--- src/rtl/chr_lcd_pkg.sv ---
package chr_lcd_pkg;

  typedef enum logic [3:0] {
    OP_NONE, OP_CLR, OP_HOME, OP_ENTRY, OP_DISP, OP_SHIFT, OP_FUNC,
    OP_CGADR, OP_DDADR, OP_STAT, OP_WR, OP_RD, OP_ALINE, OP_ABADR
  } op_e;

  typedef enum logic [1:0] {
    TGT_DD = 2'd0,
    TGT_CG = 2'd1,
    TGT_AB = 2'd2
  } tgt_e;

  localparam logic [7:0] BLANK_CODE = 8'h20;

  // counter step inside one RAM space
  function automatic logic [6:0] step_addr(input logic [6:0] a, input logic up,
                                           input logic [6:0] mask);
    logic [6:0] n;
    n = up ? a + 7'd1 : a - 7'd1;
    return n & mask;
  endfunction

  // window offset after one shift; content moving right lowers the offset
  function automatic logic [6:0] shift_ofs(input logic [6:0] o, input logic right);
    return right ? o - 7'd1 : o + 7'd1;
  endfunction

  function automatic logic is_long(input op_e op);
    return (op == OP_CLR) || (op == OP_HOME);
  endfunction

endpackage

--- src/rtl/chr_lcd_decode.sv ---
module chr_lcd_decode
  import chr_lcd_pkg::*;
(
  input  logic       rs_hi,
  input  logic       rs_lo,
  input  logic       rw,
  input  logic [7:0] din,
  output op_e        op
);

  always_comb begin
    op = OP_NONE;
    if (rs_hi && rs_lo) begin
      op = rw ? OP_RD : OP_WR;
    end else if (rs_hi) begin
      if (rw) begin
        op = OP_STAT;
      end else begin
        casez (din)
          8'b1???????: op = OP_DDADR;
          8'b01??????: op = OP_CGADR;
          8'b001?????: op = OP_FUNC;
          8'b0001????: op = OP_SHIFT;
          8'b00001???: op = OP_DISP;
          8'b000001??: op = OP_ENTRY;
          8'b0000001?: op = OP_HOME;
          8'b00000001: op = OP_CLR;
          default:     op = OP_NONE;
        endcase
      end
    end else if (!rs_lo && !rw) begin
      casez (din)
        8'b11??????: op = OP_ABADR;
        8'b0000001?: op = OP_ALINE;
        default:     op = OP_NONE;
      endcase
    end
  end

endmodule

--- src/rtl/chr_lcd_busy_timer.sv ---
module chr_lcd_busy_timer #(
  parameter int T_LONG  = 410,
  parameter int T_SHORT = 10
) (
  input  logic clk,
  input  logic rst_n,
  input  logic osc_tick,
  input  logic start,
  input  logic long_sel,
  output logic busy
);

  localparam int CW = $clog2(T_LONG + 1);

  logic [CW-1:0] cnt;

  always_ff @(posedge clk or negedge rst_n) begin
    if (!rst_n) begin
      cnt <= '0;
    end else if (start) begin
      cnt <= long_sel ? CW'(T_LONG) : CW'(T_SHORT);
    end else if (osc_tick && cnt != '0) begin
      cnt <= cnt - 1'b1;
    end
  end

  assign busy = (cnt != '0);

  AST_CNT_IN_RANGE: assert property (@(posedge clk) disable iff (!rst_n)
    cnt <= CW'(T_LONG));
  AST_START_RAISES_BUSY: assert property (@(posedge clk) disable iff (!rst_n)
    start |=> busy);
  AST_HOLD_WITHOUT_TICK: assert property (@(posedge clk) disable iff (!rst_n)
    (busy && !osc_tick && !start) |=> busy);

endmodule

--- src/rtl/chr_lcd_clr_sweep.sv ---
module chr_lcd_clr_sweep
  import chr_lcd_pkg::*;
#(
  parameter int DD_SPAN = 80,
  parameter int AB_AW   = 4
) (
  input  logic       clk,
  input  logic       rst_n,
  input  logic       start,
  output logic       active,
  output logic       wr,
  output tgt_e       sel,
  output logic [6:0] addr,
  output logic [7:0] wdata
);

  localparam int AB_DEPTH = 1 << AB_AW;

  typedef enum logic [1:0] {SW_IDLE, SW_DD, SW_AB} sw_e;

  sw_e        st;
  logic [6:0] idx;

  always_ff @(posedge clk or negedge rst_n) begin
    if (!rst_n) begin
      st  <= SW_IDLE;
      idx <= '0;
    end else if (start) begin
      st  <= SW_DD;
      idx <= '0;
    end else begin
      case (st)
        SW_DD: begin
          if (idx == 7'(DD_SPAN - 1)) begin
            st  <= SW_AB;
            idx <= '0;
          end else begin
            idx <= idx + 7'd1;
          end
        end
        SW_AB: begin
          if (idx == 7'(AB_DEPTH - 1)) st <= SW_IDLE;
          else                         idx <= idx + 7'd1;
        end
        default: idx <= '0;
      endcase
    end
  end

  assign active = (st != SW_IDLE);
  assign wr     = active;
  assign sel    = (st == SW_AB) ? TGT_AB : TGT_DD;
  assign addr   = idx;
  assign wdata  = (st == SW_DD) ? BLANK_CODE : 8'h00;

  AST_SWEEP_DD_RANGE: assert property (@(posedge clk) disable iff (!rst_n)
    (active && sel == TGT_DD) |-> (addr < 7'(DD_SPAN)));
  AST_SWEEP_ASCENDS: assert property (@(posedge clk) disable iff (!rst_n)
    (active && !start && $past(active) && sel == $past(sel)) |-> (addr == $past(addr) + 7'd1));

endmodule

--- src/rtl/chr_lcd_cmd_core.sv ---
module chr_lcd_cmd_core
  import chr_lcd_pkg::*;
#(
  parameter int T_LONG  = 410,
  parameter int T_SHORT = 10,
  parameter int DD_SPAN = 80,
  parameter int AB_AW   = 4
) (
  input  logic       clk,
  input  logic       rst_n,
  input  logic       osc_tick,
  input  logic       cmd_valid,
  input  logic       rs_hi,
  input  logic       rs_lo,
  input  logic       rw,
  input  logic [7:0] din,
  output logic [7:0] dout,
  output logic       busy,
  output logic       mem_wr,
  output logic       mem_rd,
  output logic [1:0] mem_sel,
  output logic [6:0] mem_addr,
  output logic [7:0] mem_wdata,
  input  logic [7:0] mem_rdata,
  output logic [6:0] addr_cnt,
  output logic       disp_on,
  output logic       cur_on,
  output logic       blink_on,
  output logic       inc_mode,
  output logic       shift_on,
  output logic [4:0] func_cfg,
  output logic       arb_line,
  output logic [6:0] win_ofs
);

  localparam int         AB_DEPTH = 1 << AB_AW;
  localparam logic [6:0] AB_MASK  = 7'(AB_DEPTH - 1);

  op_e        op;
  tgt_e       tgt, sel_q, sw_sel;
  logic       tmr_busy, sw_active, sw_wr;
  logic [6:0] sw_addr, addr_q, cur_mask;
  logic [7:0] sw_wdata, wdata_q;
  logic       wr_q, rd_q;

  // named events for the assertions
  logic acc_ev, exec_ev, clr_ev;

  chr_lcd_decode u_dec (
    .rs_hi (rs_hi), .rs_lo (rs_lo), .rw (rw), .din (din), .op (op)
  );

  assign acc_ev  = cmd_valid && (op != OP_NONE) && ((op == OP_STAT) || !busy);
  assign exec_ev = acc_ev && (op != OP_STAT);
  assign clr_ev  = exec_ev && (op == OP_CLR);

  chr_lcd_busy_timer #(.T_LONG(T_LONG), .T_SHORT(T_SHORT)) u_tmr (
    .clk (clk), .rst_n (rst_n), .osc_tick (osc_tick),
    .start (exec_ev), .long_sel (is_long(op)), .busy (tmr_busy)
  );

  chr_lcd_clr_sweep #(.DD_SPAN(DD_SPAN), .AB_AW(AB_AW)) u_sweep (
    .clk (clk), .rst_n (rst_n), .start (clr_ev),
    .active (sw_active), .wr (sw_wr), .sel (sw_sel),
    .addr (sw_addr), .wdata (sw_wdata)
  );

  assign busy = tmr_busy || sw_active;

  always_comb begin
    case (tgt)
      TGT_CG:  cur_mask = 7'h3F;
      TGT_AB:  cur_mask = AB_MASK;
      default: cur_mask = 7'h7F;
    endcase
  end

  always_ff @(posedge clk or negedge rst_n) begin
    if (!rst_n) begin
      addr_cnt <= '0;  tgt      <= TGT_DD;  win_ofs  <= '0;
      disp_on  <= 1'b0; cur_on  <= 1'b0;    blink_on <= 1'b0;
      inc_mode <= 1'b1; shift_on <= 1'b0;   func_cfg <= '0;
      arb_line <= 1'b0; dout    <= '0;
      wr_q     <= 1'b0; rd_q    <= 1'b0;    sel_q    <= TGT_DD;
      addr_q   <= '0;   wdata_q <= '0;
    end else begin
      wr_q <= 1'b0;
      rd_q <= 1'b0;
      if (rd_q) dout <= mem_rdata;
      if (acc_ev) begin
        case (op)
          OP_STAT:  dout <= {busy, addr_cnt};
          OP_CLR, OP_HOME: begin
            addr_cnt <= '0;
            win_ofs  <= '0;
            tgt      <= TGT_DD;
          end
          OP_ENTRY: begin
            inc_mode <= din[1];
            shift_on <= din[0];
          end
          OP_DISP: begin
            disp_on  <= din[2];
            cur_on   <= din[1];
            blink_on <= din[0];
          end
          OP_SHIFT: begin
            if (din[3]) win_ofs  <= shift_ofs(win_ofs, din[2]);
            else        addr_cnt <= step_addr(addr_cnt, din[2], cur_mask);
          end
          OP_FUNC:  func_cfg <= din[4:0];
          OP_ALINE: arb_line <= din[0];
          OP_DDADR: begin
            addr_cnt <= din[6:0];
            tgt      <= TGT_DD;
          end
          OP_CGADR: begin
            addr_cnt <= {1'b0, din[5:0]};
            tgt      <= TGT_CG;
          end
          OP_ABADR: begin
            addr_cnt <= {1'b0, din[5:0]} & AB_MASK;
            tgt      <= TGT_AB;
          end
          OP_WR: begin
            wr_q     <= 1'b1;
            sel_q    <= tgt;
            addr_q   <= addr_cnt;
            wdata_q  <= din;
            addr_cnt <= step_addr(addr_cnt, inc_mode, cur_mask);
            if (shift_on) win_ofs <= shift_ofs(win_ofs, !inc_mode);
          end
          OP_RD: begin
            rd_q     <= 1'b1;
            sel_q    <= tgt;
            addr_q   <= addr_cnt;
            addr_cnt <= step_addr(addr_cnt, inc_mode, cur_mask);
          end
          default: ;
        endcase
      end
    end
  end

  assign mem_wr    = sw_wr || wr_q;
  assign mem_rd    = rd_q;
  assign mem_sel   = sw_active ? sw_sel   : sel_q;
  assign mem_addr  = sw_active ? sw_addr  : addr_q;
  assign mem_wdata = sw_active ? sw_wdata : wdata_q;

  AST_STROBES_EXCLUSIVE: assert property (@(posedge clk) disable iff (!rst_n)
    !(mem_wr && mem_rd) && !(sw_wr && wr_q));
  AST_BUSY_BLOCKS_CMD: assert property (@(posedge clk) disable iff (!rst_n)
    (cmd_valid && busy && op != OP_STAT) |=> ($stable(addr_cnt) && !wr_q && !rd_q));
  AST_HOME_CLR_ZERO: assert property (@(posedge clk) disable iff (!rst_n)
    (exec_ev && is_long(op)) |=> (addr_cnt == 7'd0 && win_ofs == 7'd0));
  AST_WRITE_CARRIES: assert property (@(posedge clk) disable iff (!rst_n)
    (exec_ev && op == OP_WR) |=> (mem_wr && mem_addr == $past(addr_cnt) && mem_wdata == $past(din)));
  AST_STATUS_NO_BUSY: assert property (@(posedge clk) disable iff (!rst_n)
    (acc_ev && op == OP_STAT && !busy) |=> !busy);
  AST_EXEC_BUSY: assert property (@(posedge clk) disable iff (!rst_n)
    exec_ev |=> busy);

endmodule

--- config.mk ---
export PLATFORM = sky130hd
export DESIGN_NAME = chr_lcd_cmd_core
export DESIGN_NICKNAME = d
export VERILOG_FILES = /design/src/rtl/chr_lcd_pkg.sv /design/src/rtl/chr_lcd_decode.sv /design/src/rtl/chr_lcd_busy_timer.sv /design/src/rtl/chr_lcd_clr_sweep.sv /design/src/rtl/chr_lcd_cmd_core.sv
export SDC_FILE = /design/constraint.sdc
export NUM_CORES = 1
export LEC_CHECK = 0
export BUFFER_PORTS_ARGS = -buffer_cell sky130_fd_sc_hd__buf_2
export CELL_PAD_IN_SITES_DETAIL_PLACEMENT = 0
export CELL_PAD_IN_SITES_GLOBAL_PLACEMENT = 1
export CORE_ASPECT_RATIO = 2
export CORE_MARGIN = 8
export CORE_UTILIZATION = 47
export DETAILED_ROUTE_END_ITERATION = 8
export GPL_TIMING_DRIVEN = 0
export MAX_ROUTING_LAYER = met4
export PLACE_DENSITY_LB_ADDON = 0.1
export SYNTH_ARGS = -nofsm -noshare
export SYNTH_HDL_FRONTEND = slang
export SYNTH_HIERARCHICAL = 1
export SYNTH_SLANG_ARGS = --single-unit
--- constraint.sdc ---
create_clock -name clk -period 3.7 [get_ports clk]
set_input_delay 0.74 -clock clk [delete_from_list [all_inputs] [get_ports clk]]
set_output_delay 0.74 -clock clk [all_outputs]
set_load 0.01 [all_outputs]
Yosys cells after proc, flatten, opt, wreduce, memory -nomap -nowiden
Cells that the tools add are included.
- bits in registers: 72
- input bits: 23
- output and inout bits: 53
- word-level logic and storage cells: 137
- add/subtract/negate cells: 6
- equal/unequal tests: 34
- multiplexer cells: 41
- bitwise logic cells: 2
- reductions and logical operators: 35
- operators with widths (cell ; count):
    $mux W7 ; 11
    $pmux W7 S6 ; 1
    $mux W8 ; 4
    $pmux W4 S8 ; 1
    $pmux W7 S2 ; 2
    $mux W9 ; 3
    $eq A4 B4 Y1 const B ; 6
    $add A7 B1 Y7 const B ; 3
    $pmux W7 S3 ; 1
    $eq A4 B3 Y1 const B ; 4
    $mux W4 ; 4
    $and A7 B7 Y7 ; 2
    $reduce_and A2 Y1 ; 7
    $sub A7 B1 Y7 const B ; 2
    $mux W2 ; 5
    $reduce_bool A3 Y1 ; 3
    $reduce_bool A9 Y1 ; 1
    $sub A9 B1 Y9 const B ; 1
    $eq A4 B1 Y1 const B ; 2
    $eq A4 B2 Y1 const B ; 2
    $eq A8 B1 Y1 const B ; 1
    $pmux W4 S2 ; 1
    $eq A7 B1 Y1 const B ; 1
    $eq A7 B4 Y1 const B ; 1
    24 further kinds ; 49

Longest topological paths before layout
Gate-level depths: netlist of the first run.
- word-level depth: 12
- depth in mapped cells: 11
- mapped depth without buffers: 11

Modules after synthesis
Netlist of the first run, hierarchy kept.
- by module, submodules not included (module ; times used ; cells an instance ; area each (µm²) ; sequential area each (µm²)):
    chr_lcd_cmd_core ; 1 ; 332 ; 3283.1 ; 1352.5
    chr_lcd_clr_sweep ; 1 ; 71 ; 666.9 ; 225.2
    chr_lcd_busy_timer ; 1 ; 57 ; 539.3 ; 225.2
    chr_lcd_decode ; 1 ; 26 ; 165.2 ; 0.0

Least setup slack after synthesis of the first run
OpenSTA, ideal clock, no wires.
- path type: input to register
- start: input din[3]
- end: register u_sweep.idx[0] (netlist: u_sweep/addr[0])
- library setup time: 0.065 ns
- arrival: 3.479 ns
- data required time: 3.635 ns
- slack: 0.156 ns
- stages: 10
- path buffers: 2
- cells stage by stage: or4_4 nor4_1 a21oi_1 o41ai_1 buf_4 clkbuf_1 nor4_1 or3b_1 nor4_2 mux2_2
- word-level cells in the longest chain between the ends: 11
- elaborated cells on any way between the ends: 21
- those cells by class: eq/ne: 8; mux: 7; reduce/logical: 6
- ends and longest elaborated chain (what ; line ; source):
    start, declared ; chr_lcd_cmd_core.sv:16 ; input logic [7:0] din,
    $eq A8 B1 Y1 (tied with other cells) ; chr_lcd_decode.sv:19 ; casez (din)
    $pmux W4 S8 / $pmux W4 S2 (equally long branches) ; chr_lcd_decode.sv:19, chr_lcd_decode.sv:32 ;
    $mux W4 (on tied branches) ; chr_lcd_decode.sv:16, chr_lcd_decode.sv:31 ;
    $mux W4 (*) ; chr_lcd_decode.sv:15 ; end else if (rs_hi) begin
    $mux W4 (*) ; chr_lcd_decode.sv:13 ; if (rs_hi && rs_lo) begin
    named net op[2] ; chr_lcd_cmd_core.sv:39 ; op_e op;
    $eq A4 B4 Y1 / $reduce_bool A4 Y1 (equally long branches) ; chr_lcd_cmd_core.sv:53 ; assign acc_ev = cmd_valid && (op != OP_NONE) && ((op == OP_STAT) || !busy);
    $logic_or A1 B1 Y1 / $logic_and A1 B1 Y1 (equally long branches) ; chr_lcd_cmd_core.sv:53 ;
    $logic_and A1 B1 Y1 ; chr_lcd_cmd_core.sv:53 ;
    $logic_and A1 B1 Y1 ; chr_lcd_cmd_core.sv:54 ; assign exec_ev = acc_ev && (op != OP_STAT);
    $logic_and A1 B1 Y1 (*) ; chr_lcd_cmd_core.sv:55 ; assign clr_ev = exec_ev && (op == OP_CLR);
    named net clr_ev ; chr_lcd_cmd_core.sv:47 ; logic acc_ev, exec_ev, clr_ev;
    $ne A3 B3 Y1 (no line) / $mux W7 (equally long branches) ; - ;
    end signal, assigned ; chr_lcd_clr_sweep.sv:38 ; idx <= idx + 7'd1;
    end signal, assigned ; chr_lcd_clr_sweep.sv:43 ; else idx <= idx + 7'd1;
    end, declared ; chr_lcd_clr_sweep.sv:22 ; logic [6:0] idx;
Mark *: on every way through the listed nets, which the timed path passes. The rest lies on a longest branch.
A chain may end at the register's enable or synchronous reset.

Final worst setup path of the first run
- start: input din[3]
- end: register addr_cnt[6]
- word-level cells in the longest chain between the ends: 9
- elaborated cells on any way between the ends: 29
- those cells by class: eq/ne: 14; mux: 7; reduce/logical: 8
- ends and longest elaborated chain (what ; line ; source):
    $eq A8 B1 Y1 (tied with other cells) ; chr_lcd_decode.sv:19 ;
    $pmux W4 S8 / $pmux W4 S2 (equally long branches) ; chr_lcd_decode.sv:19, chr_lcd_decode.sv:32 ;
    $mux W4 (on tied branches) ; chr_lcd_decode.sv:16, chr_lcd_decode.sv:31 ;
    $mux W4 (*) ; chr_lcd_decode.sv:15 ;
    $mux W4 (*) ; chr_lcd_decode.sv:13 ;
    named net op[2] ; chr_lcd_cmd_core.sv:39 ;
    $eq A4 B4 Y1 (tied with other cells) ; chr_lcd_cmd_core.sv:91 ; case (op)
    $reduce_or A2 Y1 (no line) (tied with other cells) ; - ;
    $reduce_bool A6 Y1 (no line) / $logic_and A1 B1 Y1 (equally long branches) ; - ;
    $reduce_and A3 Y1 (no line) ; - ;
    end signal, assigned ; chr_lcd_cmd_core.sv:109 ; else addr_cnt <= step_addr(addr_cnt, din[2], cur_mask);
    end signal, assigned ; chr_lcd_cmd_core.sv:114 ; addr_cnt <= din[6:0];
    end signal, assigned ; chr_lcd_cmd_core.sv:118 ; addr_cnt <= {1'b0, din[5:0]};
    end, declared ; chr_lcd_cmd_core.sv:25 ; output logic [6:0] addr_cnt,
Marked as above.

==> results.py, run 1 <==
metrics = {
    "run_status": {
        "status": "complete, no violations",
    },
    "clock_tree": {
        "cts_root_buffer": "clkbuf_16",
        "clock_latency_ns": 0.33,
        "clockBufferDepth": 2,
        "cts_tree": "yes",
        "htreeDepth": 3,
        "clkTransAtPathRegs_ns": 0.06,
        "cts_made_buffers": 9,
        "clock_sinks": 72,
    },
    "power_and_ir_drop": {
        "power.switching_mw": 1.13,
        "comb_power_share_pct": 34.6,
        "p_leak_nw": 2.61,
        "peakVddDrop_uv": 415,
        "power.internal_mw": 2.06,
        "powerDensity_mw_per_mm2": 571,
        "pwr-share-seq_pct": 36.5,
        "power.total_mw": 3.18,
        "switching_share_pct": 35.4,
        "p_clk_share_pct": 28.9,
    },
    "cells_and_area": {
        "drive_above_1_share_pct": 30.3,
        "fin_area_sq_mm": 0.00558,
        "area_delta_synth_final_pct": 19.9,
        "antenna_cells": 0,
        "fin_nets": 612,
    },
    "routing": {
        "dr.first_iter.drc_count": 212,
        "dr.pass1.iters": 5,
        "drt-total-wl_mm": 13.1,
        "num_vias": 4075,
        "viasPerCell": 5.69,
        "post_drt_wl_per_cell_um": 18.3,
        "antenna_left": 0,
        "drc": 0,
    },
    "yosys": {
        "postSynthAreaPerCell_sq_um": 9.58,
        "synth-async-reset-ratio_pct": 100,
        "synth_edf_count": 0,
        "yosysWarningCount": 6,
        "ys_types": 80,
        "netlist_instances": 486,
        "ys_seq_elements": 72,
        "ys.flop_type": "dfrtp_1",
        "yosysSeqAreaShare_pct": 38.7,
        "syn-cell-area_sq_mm": 0.00465,
    },
    "timing": {
        "fin_crit_sh_pct": 95.3,
        "min_period_ns": 3.53,
        "setup_viol": 0,
        "finClkSkew_ns": 0.00689,
        "max_slew_margin_pct": 44.7,
        "tightestPinTransition_ns": 0.822,
        "rsz0062_at_grt": "no",
        "max_freq_mhz": 284,
        "drv_slew": 0,
        "final-hold-violation-count": 0,
    },
    "critical_path": {
        "path_class": "in -> reg",
        "crit_path_end_kind": "flop",
        "critPathLaunchType": "input pin",
        "cp_max_fo": 19,
        "cp.arrival_ns": 3.74,
        "crit_required_ns": 3.92,
    },
    "die": {
        "dieArea_sq_mm": 0.0135,
        "die_h_um": 157,
        "start_util_pct": 48.0,
        "die_w_um": 86.4,
        "rows": 51,
        "io_pins": 76,
        "core_sq_mm": 0.00970,
    },
    "global_routing": {
        "busiest_layer": "met2",
        "antenna_found_initial": 0,
        "grt_pass1_vias": 4367,
        "use_met1_pct": 19.7,
        "grt_use_met3_pct": 2.84,
        "track_usage_pct": 20.5,
        "grt_overflow_total": 0,
        "met2_usage_pct": 37.7,
        "grt_max_degree": 46,
        "grt_pass1_wl_mm": 21.3,
    },
    "placement": {
        "gp_congestion": 0.914,
        "placement.io_buffers": 75,
        "hpwl_mm": 10.1,
        "placed_area_sq_mm": 0.00525,
    },
    "worst_hold_path": {
        "hp-class": "in -> async",
    },
    "flow_run": {
        "maxCapViolations": 0,
    },
}
-- cell families (layout without fill, tap and decap cells) --
logic type / Yosys count / in the layout / share of synthesized area, %
buffers and inverters: 53 / 144 / 5.75
multiplexers: 56 / 56 / 13.1
XOR/XNOR: 3 / 3 / 0.565
AO/OA/AOI/OAI: 131 / 131 / 19.1
flip-flops: 72 / 72 / 38.7
AND/OR/NAND/NOR: 160 / 160 / 20.0
other: 1 / 8 / 0.0806
adder cells (fa/ha/maj): 10 / 10 / 2.69
-- worst max-delay path, stage by stage --
cell     delay (ns)
buf_2          0.17
or4_4          0.57
nor4_1         0.22
a21oi_1        0.12
o41ai_4        0.44
buf_4          0.31
and4b_1        0.26
a21oi_4        0.25
mux2i_1        0.34
mux2i_1        0.25
nand2_1        0.07
-- state kept, by name, indices dropped and copies added, names as in the netlist, 2 cells and up --
name	cells
u_tmr/cnt	9
dout	8
wdata_q	8
addr_cnt	7
addr_q	7
u_sweep/addr	7
win_ofs	7
func_cfg	5
sel_q	2
tgt	2
u_sweep/st	2
-- per-stage QoR --
step	setup WS [ns]	TNS (ns)	cells	hold WS, ns	utilization [%]
6_report	0.173	0	716	0.331	57.5
5_1_grt	0.0512	0	716	0.363	57.5
4_1_cts	0.0661	0	717	0.342	57.6
3_5_place_dp	-0.776	-23.63	701	0.469	54.1
3_3_place_gp	-0.789	-25.13	700	0.459	53.8
2_1_floorplan	0.156	0	493	0.444	-
-- repair_timing --
action	in CTS	in global routing
setup buffers	0	0
setup endpoints to repair	40	4
gates resized for setup	2	2
hold buffers	0	0
-- path summary, 6_finish.rpt --
| check | depth (start not counted) | to | slack (ns) | start |
|---|---|---|---|---|
| max | 11 | addr_cnt[6] | 0.17 | din[3] |
| min | 1 | u_sweep/addr[6] | 0.33 | rst_n |
| max reg2reg | 11 | u_sweep/addr[0] | 0.28 | u_tmr/cnt[0] |
| min reg2reg | 2 | sel_q[0] | 0.48 | sel_q[0] |
| max in group asynchronous | 2 | addr_cnt[3] | 2.82 | rst_n |
| min in group clk | 2 | sel_q[0] | 0.48 | sel_q[0] |
-- cell usage in the layout (no fill, tap or decap), types with 4 or more instances in the layout --
| master | netlist | layout |
|---|---|---|
| a211oi_1 | 4 | 4 |
| a21oi_1 | 35 | 35 |
| and3_1 | 4 | 4 |
| buf_2 | 5 | 79 |
| buf_4 | 12 | 13 |
| clkbuf_1 | 9 | 8 |
| clkbuf_16 | 0 | 9 |
| conb_1 | 1 | 8 |
| dfrtp_1 | 71 | 71 |
| ha_1 | 10 | 10 |
| inv_1 | 21 | 21 |
| mux2_2 | 39 | 39 |
| mux2i_1 | 16 | 16 |
| nand2_1 | 30 | 30 |
| nand2b_1 | 8 | 8 |
| nand3_1 | 14 | 14 |
| nand4_1 | 5 | 5 |
| nor2_1 | 34 | 34 |
| nor2b_1 | 8 | 8 |
| nor3_1 | 8 | 8 |
| nor4_1 | 5 | 5 |
| nor4b_1 | 4 | 4 |
| o211ai_1 | 5 | 5 |
| o21a_1 | 5 | 5 |
| o21ai_0 | 26 | 26 |
| o22ai_1 | 13 | 13 |
| or3_1 | 5 | 5 |
| or4_1 | 6 | 6 |
-- metal layers --
| layer | vias to the layer above | wire, um |
|---|---|---|
| met1 | 1973 | 4770 |
| met2 | 106 | 7430 |
| li1 | 1972 | - |
| met5 | - | 0 |
| met3 | 24 | 443 |
| met4 | 0 | 426 |
-- Yosys cell counts (all sizes together) (4+ instances only) --
| library cell | instances | area (sq um) |
|---|---|---|
| a211o | 4 | 36.3 |
| a211oi | 4 | 30.0 |
| a21oi | 36 | 191 |
| and3 | 4 | 25.0 |
| buf | 20 | 141 |
| clkbuf | 11 | 43.8 |
| dfrtp | 71 | 1780 |
| ha | 10 | 125 |
| inv | 22 | 82.6 |
| mux2 | 40 | 450 |
| mux2i | 16 | 160 |
| nand2 | 30 | 113 |
| nand2b | 8 | 50.1 |
| nand3 | 15 | 87.6 |
| nand4 | 5 | 31.3 |
| nor2 | 36 | 140 |
| nor2b | 8 | 50.1 |
| nor3 | 9 | 56.3 |
| nor4 | 7 | 56.3 |
| nor4b | 4 | 35.0 |
| o211ai | 6 | 50.1 |
| o21a | 5 | 37.5 |
| o21ai | 26 | 130 |
| o21bai | 4 | 33.8 |
| o22ai | 13 | 81.3 |
| o41ai | 4 | 42.6 |
| or3 | 6 | 42.5 |
| or4 | 7 | 56.3 |
-- power groups by stage --
stage / logic, mW / registers [mW] / clock network (mW)
after global routing: 1.22 / 1.19 / 0.972
after floorplan: 0.704 / 1.15 / 0
after detailed placement: 1.10 / 1.18 / 0
final: 1.10 / 1.16 / 0.922
after global placement: 1.08 / 1.17 / 0
after CTS: 1.11 / 1.16 / 0.940
-- final cells by class --
type | count | area [sq um]
Fill cell | 919 | 4120
Clock buffer | 10 | 229
Timing Repair Buffer | 76 | 405
Tap cell | 132 | 165
Buffer | 30 | 183
Inverter | 22 | 82.6
Clock inverter | 6 | 83.8
Sequential cell | 72 | 1800
Multi-Input combinational cell | 368 | 2630
No activity file was read; power rests on OpenSTA's default activity.
==> run 2: changes to the inputs <==
CELL_PAD_IN_SITES_DETAIL_PLACEMENT = 1   (was 0)
CORE_UTILIZATION = 44   (was 47)
clock period = 3.8 ns   (was 3.7 ns; I/O delays follow)
==> run 2 against run 1 <==
Clock power down 5.9%. First-iteration DRC count down 35%. Cell area about the same. Register-to-register slack better by 0.05 ns. Count of clock-buffer cells in the layout up 4. Critical path depth unchanged. Via count up 4.0%. Largest cell class unchanged. Largest power group unchanged.
==> results.py, run 2 (synthesis gave the netlist of run 1 again) <==
metrics = {
    "timing": {
        "setup_viol": 0,
        "holdWs_ns": 0.355,
        "tightestPinTransition_ns": 0.667,
        "min_period_ns": 3.63,
        "finClkSkew_ns": 0.00510,
        "drv_slew": 0,
        "final-hold-violation-count": 0,
        "max_freq_mhz": 276,
        "max_slew_margin_pct": 54.9,
        "setup_ws_ns": 0.171,
        "fin_crit_sh_pct": 95.5,
    },
    "cells_and_area": {
        "area_delta_synth_final_pct": 19.9,
        "top_regs": "u_tmr/cnt x9, dout x8, wdata_q x8",
        "fin_nets": 612,
        "stdcell_count": 721,
        "layout_commonest_cell": "buf_2",
        "drive_above_1_share_pct": 30.1,
        "final_cell_mix": "buf_2 (79), dfrtp_1 (71), mux2_2 (39)",
        "multi_input_area_sq_mm": 0.00264,
        "regArea_sq_mm": 0.00180,
        "antenna_cells": 0,
        "regMostFlops": "u_tmr/cnt",
        "largest_register_ffs": 9,
        "fin_util_pct": 53.6,
        "fillers": 1231,
    },
    "clock_tree": {
        "clockBufferDepth": 2,
        "cts_made_buffers": 9,
        "ctsHoldBuffers": 0,
        "cts_tree": "yes",
        "clkTransAtPathRegs_ns": 0.06,
        "clock_latency_ns": 0.34,
        "htreeDepth": 3,
        "cts_root_buffer": "clkbuf_16",
        "clock_sinks": 72,
    },
    "routing": {
        "viasPerCell": 5.88,
        "dr.first_iter.drc_count": 137,
        "drt-total-wl_mm": 14.6,
        "num_vias": 4240,
        "post_drt_wl_per_cell_um": 20.3,
        "drc": 0,
        "antenna_left": 0,
        "dr.pass1.iters": 4,
    },
    "die": {
        "die_w_um": 88.7,
        "start_util_pct": 44.7,
        "die_h_um": 161,
        "core_sq_mm": 0.0104,
        "dieArea_sq_mm": 0.0143,
        "io_pins": 76,
        "rows": 53,
    },
    "placement": {
        "gp_congestion": 0.895,
        "placement.io_buffers": 75,
        "hpwl_mm": 11.2,
        "pre_cts_slack_ns": -0.929,
        "dp.cells": 706,
    },
    "flow_run": {
        "maxCapViolations": 0,
    },
    "global_routing": {
        "antenna_found_initial": 0,
        "track_usage_pct": 22.1,
        "grt_max_degree": 45,
        "grt_pass1_wl_mm": 23.7,
        "grt_overflow_total": 0,
        "grt_pass1_vias": 4662,
    },
    "critical_path": {
        "crit_required_ns": 4.02,
        "cp_max_fo": 19,
        "critPathLaunchType": "input pin",
        "cp.arrival_ns": 3.84,
        "crit_path_end_kind": "flop",
        "path_class": "in -> reg",
        "r2r-start": "u_tmr/cnt[0]",
        "critPathLaunch": "din[3]",
    },
    "power_and_ir_drop": {
        "p_leak_nw": 2.60,
        "power.total_mw": 3.11,
        "powerDensity_mw_per_mm2": 556,
        "peakVddDrop_uv": 254,
    },
    "worst_hold_path": {
        "hp-class": "in -> async",
    },
    "run_status": {
        "status": "complete, no violations",
    },
}
[run 2: cell types whose count changed in the layout (fill, tap and decap cells not counted), sizes merged]
cell / change
clkinvlp: +1
bufinv: -1
clkbuf: +4
clkinv: -4
[run 2: through the flow]
step                      setup TNS (ns)  cell area [sq um]
final                                  0               5580
after global routing            -0.00637               5580
after CTS                              0               5580
after detailed placement          -32.47               5260
after global placement            -23.34               5230
after floorplan                        0               4680
[run 2: layer usage]
layer	track usage (%)	part of all wire [%]	vias up
met5	-	0	-
met4	11.6	4.8	0
met3	3.51	3.3	42
met2	40.6	57	103
met1	20.7	35	2119
li1	-	-	1976
[run 2: critical path, stage by stage]
cell and delay, ns:
buf_2 0.17, or4_4 0.58, nor4_1 0.21, a21oi_1 0.12, o41ai_4 0.46, buf_4 0.32
and4b_1 0.26, a21oi_4 0.25, a2bb2oi_1 0.27, mux2i_1 0.34, nand2_1 0.08
[run 2: power breakdown]
group | total [mW] | internal (mW) | switching (mW)
combinational | 1.10 | 0.491 | 0.608
sequential | 1.14 | 0.944 | 0.194
clock | 0.868 | 0.545 | 0.323
[run 2: cell type report]
type | instances | share of cell area, %
Multi-Input combinational cell | 368 | 47.2
Sequential cell | 72 | 32.3
Timing Repair Buffer | 76 | 7.26
Clock buffer | 14 | 4.73
Buffer | 30 | 3.27
Tap cell | 137 | 3.07
Inverter | 22 | 1.48
Clock inverter | 2 | 0.672
[run 2: path summary, 6_finish.rpt]
check                                       end  slack, ns  depth (start not counted)
worst max-delay path                addr_cnt[5]       0.17                         11
worst min-delay path            u_sweep/addr[6]       0.36                          1
worst max register to register  u_sweep/addr[0]       0.33                         11
worst min register to register        addr_q[0]       0.48                          2
max in group asynchronous          u_tmr/cnt[4]       2.88                          2
min in group clk                      addr_q[0]       0.48                          2
[run 2: timing repair]
item | 4_1_cts | 5_1_grt
setup buffers | 0 | 0
setup endpoints to repair | 52 | 7
resized for setup | 2 | 3
